--- config.mk ---
export PLATFORM = sky130hd
export DESIGN_NAME = hrp_host_port
export DESIGN_NICKNAME = d
export VERILOG_FILES = /design/src/rtl/hrp_pkg.sv /design/src/rtl/hrp_sync.sv /design/src/rtl/hrp_regfile.sv /design/src/rtl/hrp_bus_ctl.sv /design/src/rtl/hrp_host_port.sv
export SDC_FILE = /design/constraint.sdc
export NUM_CORES = 1
export LEC_CHECK = 0
export CAP_MARGIN = 10
export CORE_AREA = 2 2 64 66
export CTS_CLUSTER_DIAMETER = 80
export DETAILED_ROUTE_END_ITERATION = 8
export DIE_AREA = 0 0 66 68
export GPL_ROUTABILITY_DRIVEN = 0
export PLACE_DENSITY = 0.86
export SKIP_CTS_REPAIR_TIMING = 1
export SLEW_MARGIN = 20
export SYNTH_ARGS = -nofsm -noshare
export SYNTH_HDL_FRONTEND = slang
export SYNTH_SLANG_ARGS = --single-unit
export TNS_END_PERCENT = 50
--- constraint.sdc ---
create_clock -name clk -period 3.75 [get_ports clk]
set_clock_uncertainty 0.2 [all_clocks]
set_input_delay 0.5625 -clock clk [delete_from_list [all_inputs] [get_ports clk]]
set_output_delay 0.5625 -clock clk [all_outputs]
set_load 0.01 [all_outputs]
--- src/rtl/hrp_pkg.sv ---
// Package hrp_pkg
// Shared constants for the host register port.
// Assumes 8-bit registers and a 2-bit register address.
package hrp_pkg;
    localparam int REG_W   = 8;
    localparam int ADDR_W  = 2;
    localparam int MODE_IX = 0;   // index of the mode register holding GO
    localparam int GO_BIT  = 0;   // position of GO inside the mode register
endpackage

--- src/rtl/hrp_sync.sv ---
// Module hrp_sync
// Brings an asynchronous level into the clock domain through a flop chain.
// Assumes the input is a slow strobe level, and RST_VAL is its idle level.
module hrp_sync #(
    parameter int   STAGES  = 2,
    parameter logic RST_VAL = 1'b0
) (
    input  logic clk,
    input  logic rst_n,
    input  logic d,
    output logic q
);
    logic [STAGES-1:0] chain;

    // Shift the sampled level through the chain.
    always_ff @(posedge clk) begin
        if (!rst_n) begin
            chain <= {STAGES{RST_VAL}};
        end else begin
            chain[0] <= d;
            for (int i = 1; i < STAGES; i++) begin
                chain[i] <= chain[i-1];
            end
        end
    end

    assign q = chain[STAGES-1];
endmodule

--- src/rtl/hrp_regfile.sv ---
// Module hrp_regfile
// Holds the mode register (with GO) and the plain configuration registers,
// and provides a combinational read mux. Addresses at or above USED_REGS
// read as zero and are not written.
// Assumes wr_fire is a single-cycle pulse in the clock domain.
module hrp_regfile
    import hrp_pkg::*;
#(
    parameter int USED_REGS = 3,
    localparam int CFG_W    = USED_REGS * REG_W
) (
    input  logic              clk,
    input  logic              rst_n,
    input  logic              wr_fire,
    input  logic [ADDR_W-1:0] wr_addr,
    input  logic [REG_W-1:0]  wr_data,
    input  logic              proc_done,
    input  logic [ADDR_W-1:0] rd_addr,
    output logic [REG_W-1:0]  rd_byte,
    output logic              go,
    output logic [CFG_W-1:0]  cfg_flat
);
    logic [REG_W-1:0] reg_q [USED_REGS];
    logic             go_q;
    logic [REG_W-1:1] mode_hi_q;

    genvar g;
    generate
        for (g = 0; g < USED_REGS; g++) begin : g_reg
            if (g == MODE_IX) begin : g_mode
                // Upper mode bits follow every write; GO sets only from idle.
                always_ff @(posedge clk) begin
                    if (!rst_n) begin
                        go_q      <= 1'b0;
                        mode_hi_q <= '0;
                    end else begin
                        if (wr_fire && wr_addr == ADDR_W'(g)) begin
                            mode_hi_q <= wr_data[REG_W-1:1];
                        end
                        if (proc_done) begin
                            go_q <= 1'b0;
                        end else if (wr_fire && wr_addr == ADDR_W'(g) && !go_q) begin
                            go_q <= wr_data[GO_BIT];
                        end
                    end
                end
                assign reg_q[g] = {mode_hi_q, go_q};
            end else begin : g_plain
                logic [REG_W-1:0] val_q;
                // Plain register loads on a write to its address.
                always_ff @(posedge clk) begin
                    if (!rst_n) begin
                        val_q <= '0;
                    end else if (wr_fire && wr_addr == ADDR_W'(g)) begin
                        val_q <= wr_data;
                    end
                end
                assign reg_q[g] = val_q;
            end
            assign cfg_flat[g*REG_W +: REG_W] = reg_q[g];
        end
    endgenerate

    // Read mux; unused addresses fall through to zero.
    always_comb begin
        rd_byte = '0;
        for (int i = 0; i < USED_REGS; i++) begin
            if (rd_addr == ADDR_W'(i)) begin
                rd_byte = reg_q[i];
            end
        end
    end

    assign go = go_q;


    go_rise_chk: assert property (@(posedge clk) disable iff (!rst_n)
        $rose(go_q) |-> $past(wr_fire && wr_addr == ADDR_W'(MODE_IX)
                               && wr_data[GO_BIT] && !proc_done));


    done_clear_chk: assert property (@(posedge clk) disable iff (!rst_n)
        proc_done |=> !go_q);
endmodule

--- src/rtl/hrp_bus_ctl.sv ---
// Module hrp_bus_ctl
// Chooses the bus owner and forms the outgoing bus value and byte enables.
// The host owns the bus while host_sel is high, and the pixel datapath may
// drive only while GO is set. Assumes rd_active is already synchronized.
module hrp_bus_ctl
    import hrp_pkg::*;
#(
    parameter int BUS_W     = 16,
    parameter int USED_REGS = 3
) (
    input  logic              clk,
    input  logic              rst_n,
    input  logic              host_sel,
    input  logic              rd_active,
    input  logic [ADDR_W-1:0] rd_addr,
    input  logic [REG_W-1:0]  rd_byte,
    input  logic              go,
    input  logic              pix_drive_req,
    input  logic [BUS_W-1:0]  pix_wdata,
    output logic [BUS_W-1:0]  bus_out,
    output logic              oe_lo,
    output logic              oe_hi
);
    logic [REG_W-1:0] rd_data_q;
    logic             host_oe;
    logic             pix_oe;

    // Register the addressed byte so the bus sees a clean value.
    always_ff @(posedge clk) begin
        if (!rst_n) rd_data_q <= '0;
        else        rd_data_q <= rd_byte;
    end

    assign host_oe = rd_active && host_sel;
    assign pix_oe  = !host_sel && go && pix_drive_req;

    // Pick the outgoing bus value by owner.
    always_comb begin
        if (host_oe)     bus_out = {{(BUS_W-REG_W){1'b0}}, rd_data_q};
        else if (pix_oe) bus_out = pix_wdata;
        else             bus_out = '0;
    end

    assign oe_lo = host_oe || pix_oe;
    assign oe_hi = host_oe || pix_oe;


    unused_read_chk: assert property (@(posedge clk) disable iff (!rst_n)
        (host_oe && $past(int'(rd_addr) >= USED_REGS)) |-> bus_out[REG_W-1:0] == '0);


    hi_byte_chk: assert property (@(posedge clk) disable iff (!rst_n)
        (host_sel && oe_lo) |-> (oe_hi && bus_out[BUS_W-1:REG_W] == '0));
endmodule

--- src/rtl/hrp_host_port.sv ---
// Module hrp_host_port
// Top of the host register port. It synchronizes the host strobes, detects
// the rising edge of the write strobe, and ties the register file to the
// bus control. Assumes the host holds address and data for three clocks
// after the write strobe rises.
module hrp_host_port
    import hrp_pkg::*;
#(
    parameter int BUS_W       = 16,
    parameter int USED_REGS   = 3,
    parameter int SYNC_STAGES = 2,
    localparam int CFG_W      = USED_REGS * REG_W
) (
    input  logic              clk,
    input  logic              rst_n,
    input  logic              host_sel,
    input  logic [ADDR_W-1:0] host_addr,
    input  logic              host_wr_n,
    input  logic              host_rd_n,
    input  logic [REG_W-1:0]  bus_in_lo,
    input  logic [BUS_W-1:0]  pix_wdata,
    input  logic              pix_drive_req,
    input  logic              proc_done,
    output logic [BUS_W-1:0]  bus_out,
    output logic              bus_oe_lo,
    output logic              bus_oe_hi,
    output logic              busy_n,
    output logic              go,
    output logic [CFG_W-1:0]  cfg_flat
);
    logic wr_level, wr_sync, wr_prev, wr_fire;
    logic rd_level, rd_sync;
    logic [REG_W-1:0] rd_byte;

    // The strobes count only while the host owns the bus.
    assign wr_level = !host_sel || host_wr_n;
    assign rd_level = host_sel && !host_rd_n;

    hrp_sync #(.STAGES(SYNC_STAGES), .RST_VAL(1'b1)) u_wr_sync (
        .clk(clk), .rst_n(rst_n), .d(wr_level), .q(wr_sync));

    hrp_sync #(.STAGES(SYNC_STAGES), .RST_VAL(1'b0)) u_rd_sync (
        .clk(clk), .rst_n(rst_n), .d(rd_level), .q(rd_sync));

    // Keep the last synchronized write level for edge detection.
    always_ff @(posedge clk) begin
        if (!rst_n) wr_prev <= 1'b1;
        else        wr_prev <= wr_sync;
    end

    assign wr_fire = wr_sync && !wr_prev;

    hrp_regfile #(.USED_REGS(USED_REGS)) u_regs (
        .clk(clk), .rst_n(rst_n), .wr_fire(wr_fire), .wr_addr(host_addr),
        .wr_data(bus_in_lo), .proc_done(proc_done), .rd_addr(host_addr),
        .rd_byte(rd_byte), .go(go), .cfg_flat(cfg_flat));

    hrp_bus_ctl #(.BUS_W(BUS_W), .USED_REGS(USED_REGS)) u_bus (
        .clk(clk), .rst_n(rst_n), .host_sel(host_sel), .rd_active(rd_sync),
        .rd_addr(host_addr), .rd_byte(rd_byte), .go(go),
        .pix_drive_req(pix_drive_req), .pix_wdata(pix_wdata),
        .bus_out(bus_out), .oe_lo(bus_oe_lo), .oe_hi(bus_oe_hi));

    assign busy_n = !go;


    idle_quiet_chk: assert property (@(posedge clk) disable iff (!rst_n)
        (!host_sel && !go) |-> (!bus_oe_lo && !bus_oe_hi));


    sel_gate_chk: assert property (@(posedge clk) disable iff (!rst_n)
        !host_sel |-> !(bus_oe_lo && bus_out != pix_wdata));
endmodule

==> results.md <==
* Share of layout cells above drive strength 1 at 6.52%
* Drt initial violations at 27
* Routed vias/inst at 4.93
* Vias in the first global route at 1348
* Met1 GRT Util at 20.7%
* Top cells by area, synth: dfxtp_1, mux2i_1, nand2_1
* # IOs at 77
* Syn_area_per_cell at 9.91 um2
* Filler Cell Count at 345
* Layout Nets at 262
* P_leak at 0.000957 uW
* Reg area at 741 um2
* Setup Slack @ Placement at 634 ps
* Fin area at 0.00242 mm2
* Max frequency at 322 MHz
* Die Width at 66 um
* Ant diodes at 0
* First-pass GRT wire length at 6.27 mm
* Unrepaired setup endpoints after global routing: no
* Tightest Hold Check Type: reg2reg
* Area Overhead vs Synth at 55.8%
* Num CTS Buffers at 5
* Startpoint Class: input port
* Global route total overflow at 0
* Pins Over Slew Limit at 0
* Maxcap violations at 0
* Met3 Track Usage GR at 7.89%
* Clock Path Buffers at 2
* H-tree lvl count at 2
* Rel. slew slack at 52.6%
* DRT Pass-1 Iters at 4
* GRT Overall Usage at 19.0%
* Final Setup Violations at 0
* P per Cell Area at 299 mW/mm2
* Multi-input combinational cell area at 744 um2
* Top cell type's share of synthesized area at 47.6%
* Core Area at 0.00386 mm2
* Final Hold Vio Count at 0
* Syn nets at 190
* Min-delay src: u_rd_sync.chain[0]$_SDFF_PN0_
* FF-to-FF Start: wr_prev$_SDFF_PN1_
* TritonCTS Sinks at 37
* Largest net degree at the start of global routing at 22
* CP Launch Point: host_sel
* Worst VDD drop at 0.319 mV
* Initial antenna violation count at 0
* Register area share after synthesis at 47.6%
* # DRC at 0
* Min Hold Slack at 236 ps
* Port-buffer cells at 76
* # rows at 23
* CTS clock-pin slew for the worst setup and hold paths at 70 ps
* Crit Path Category: in2out
* Cells after synthesis at 157
* Initial Util at 40.4%
* TritonCTS clock tree: done
* Final period util at 82.9%
* Placed Area at 0.00234 mm2
* Worst EP required at 2990 ps
* Synth Cell Area at 0.00156 mm2
* Post-synth top area cell: dfxtp_1
* Peak-usage layer in the global routing report: met2
* Final HPWL DP at 3.05 mm
* CP max FO at 17
* Status: finished, final reports clean
* CP arrival at 2350 ps
* Setup TNS at 0 ps
* Skew-Pair Late Insertion Delay at 290 ps
* Synth warn at 0
* Area of the die at 0.00449 mm2
* DR vias at 1379
* Final WL at 3.99 mm
* Root buffer cell: clkbuf_8
* GR Layer Usage met2 at 34.0%
* Fin crit period at 3110 ps
* DIE HEIGHT at 68 um
* Final WS setup at 640 ps
* Post-synthesis cell type count at 22
* #FFs+latches synth at 37
* Setup crit end kind: output port
* Wire per inst at 14.2 um
* Detail Route Antenna Nets at 0
* Worst Tran Pin Value at 707 ps
path summary, 6_finish.rpt:
check	end	slack (ps)	cells past startpoint
setup / recovery	bus_out[5]	640	4
hold / removal	u_rd_sync.chain[1]$_SDFF_PN0_	240	1
setup reg to reg	u_regs.g_reg[1].g_plain.val_q[7]$_SDFFE_PN0P_	2080	2
hold reg to reg	u_rd_sync.chain[1]$_SDFF_PN0_	240	1
cells in the final DEF (no fill, tap or decap), types with 2 or more instances in the layout:
| master | netlist | layout |
|---|---|---|
| nand2b_1 | 4 | 4 |
| or2_2 | 2 | 2 |
| o22ai_1 | 8 | 8 |
| clkdlybuf4s50_1 | 0 | 76 |
| mux2i_1 | 31 | 31 |
| clkinv_2 | 0 | 2 |
| and2_1 | 10 | 10 |
| nand2_1 | 32 | 32 |
| clkbuf_8 | 0 | 5 |
| buf_4 | 3 | 4 |
| dfxtp_1 | 37 | 37 |
| a22o_1 | 8 | 8 |
| nand3b_1 | 2 | 2 |
Yosys cell counts (all sizes together):
master	n
a22o	8
and2	10
and3b	1
buf	9
clkbuf	6
dfxtp	37
inv	1
mux2i	31
nand2	32
nand2b	4
nand3b	2
nand4bb	1
nor2	1
nor4b	1
nor4bb	1
o21ai	1
o22ai	8
or2	2
or4b	1
sequential cells by signal, indices dropped and copies added (netlist names):
name,count
u_bus.rd_data_q,8
u_rd_sync.chain,2
u_regs.g.g_plain.val_q,16
u_regs.go,1
u_regs.mode_hi_q,7
u_wr_sync.chain,2
wr_prev,1
critical path: stages:
cell and delay [ps]:
clkdlybuf4s50_1 430, and3b_1 580, a22o_1 230, clkdlybuf4s50_1 540
stage by stage:
stage | total power, uW | util, % | instances
floorplan | 429 | - | 157
global placement | 472 | 60.7 | 272
detailed placement | 472 | 60.7 | 272
CTS | 732 | 62.9 | 280
global route | 753 | 62.9 | 280
finish | 725 | 62.9 | 280
where the power goes:
group / switching [uW] / total (uW) / internal [uW]
logic: 25.1 / 65.8 / 40.6
clock network: 133 / 262 / 129
registers: 1.67 / 397 / 396
cells by family after synthesis:
group	synth area share (%)
AO/OA/AOI/OAI	8.04
multiplexers	19.9
flip-flops	47.6
AND/OR/NAND/NOR	19.5
buffers and inverters	4.98
routing by layer:
layer / wire [um] / vias to the layer above
met5: 0 / -
met4: 63 / 0
met3: 335 / 10
met2: 1950 / 58
met1: 1640 / 626
li1: - / 685
cell type report:
class / instances / area share [%]
Multi-Input combinational cell: 104 / 30.7
Tap cell: 50 / 2.58
Clock buffer: 6 / 2.99
Inverter: 1 / 0.155
Timing Repair Buffer: 80 / 32.6
Sequential cell: 37 / 30.5
Clock inverter: 2 / 0.413
(Power assumes the default switching activity.)
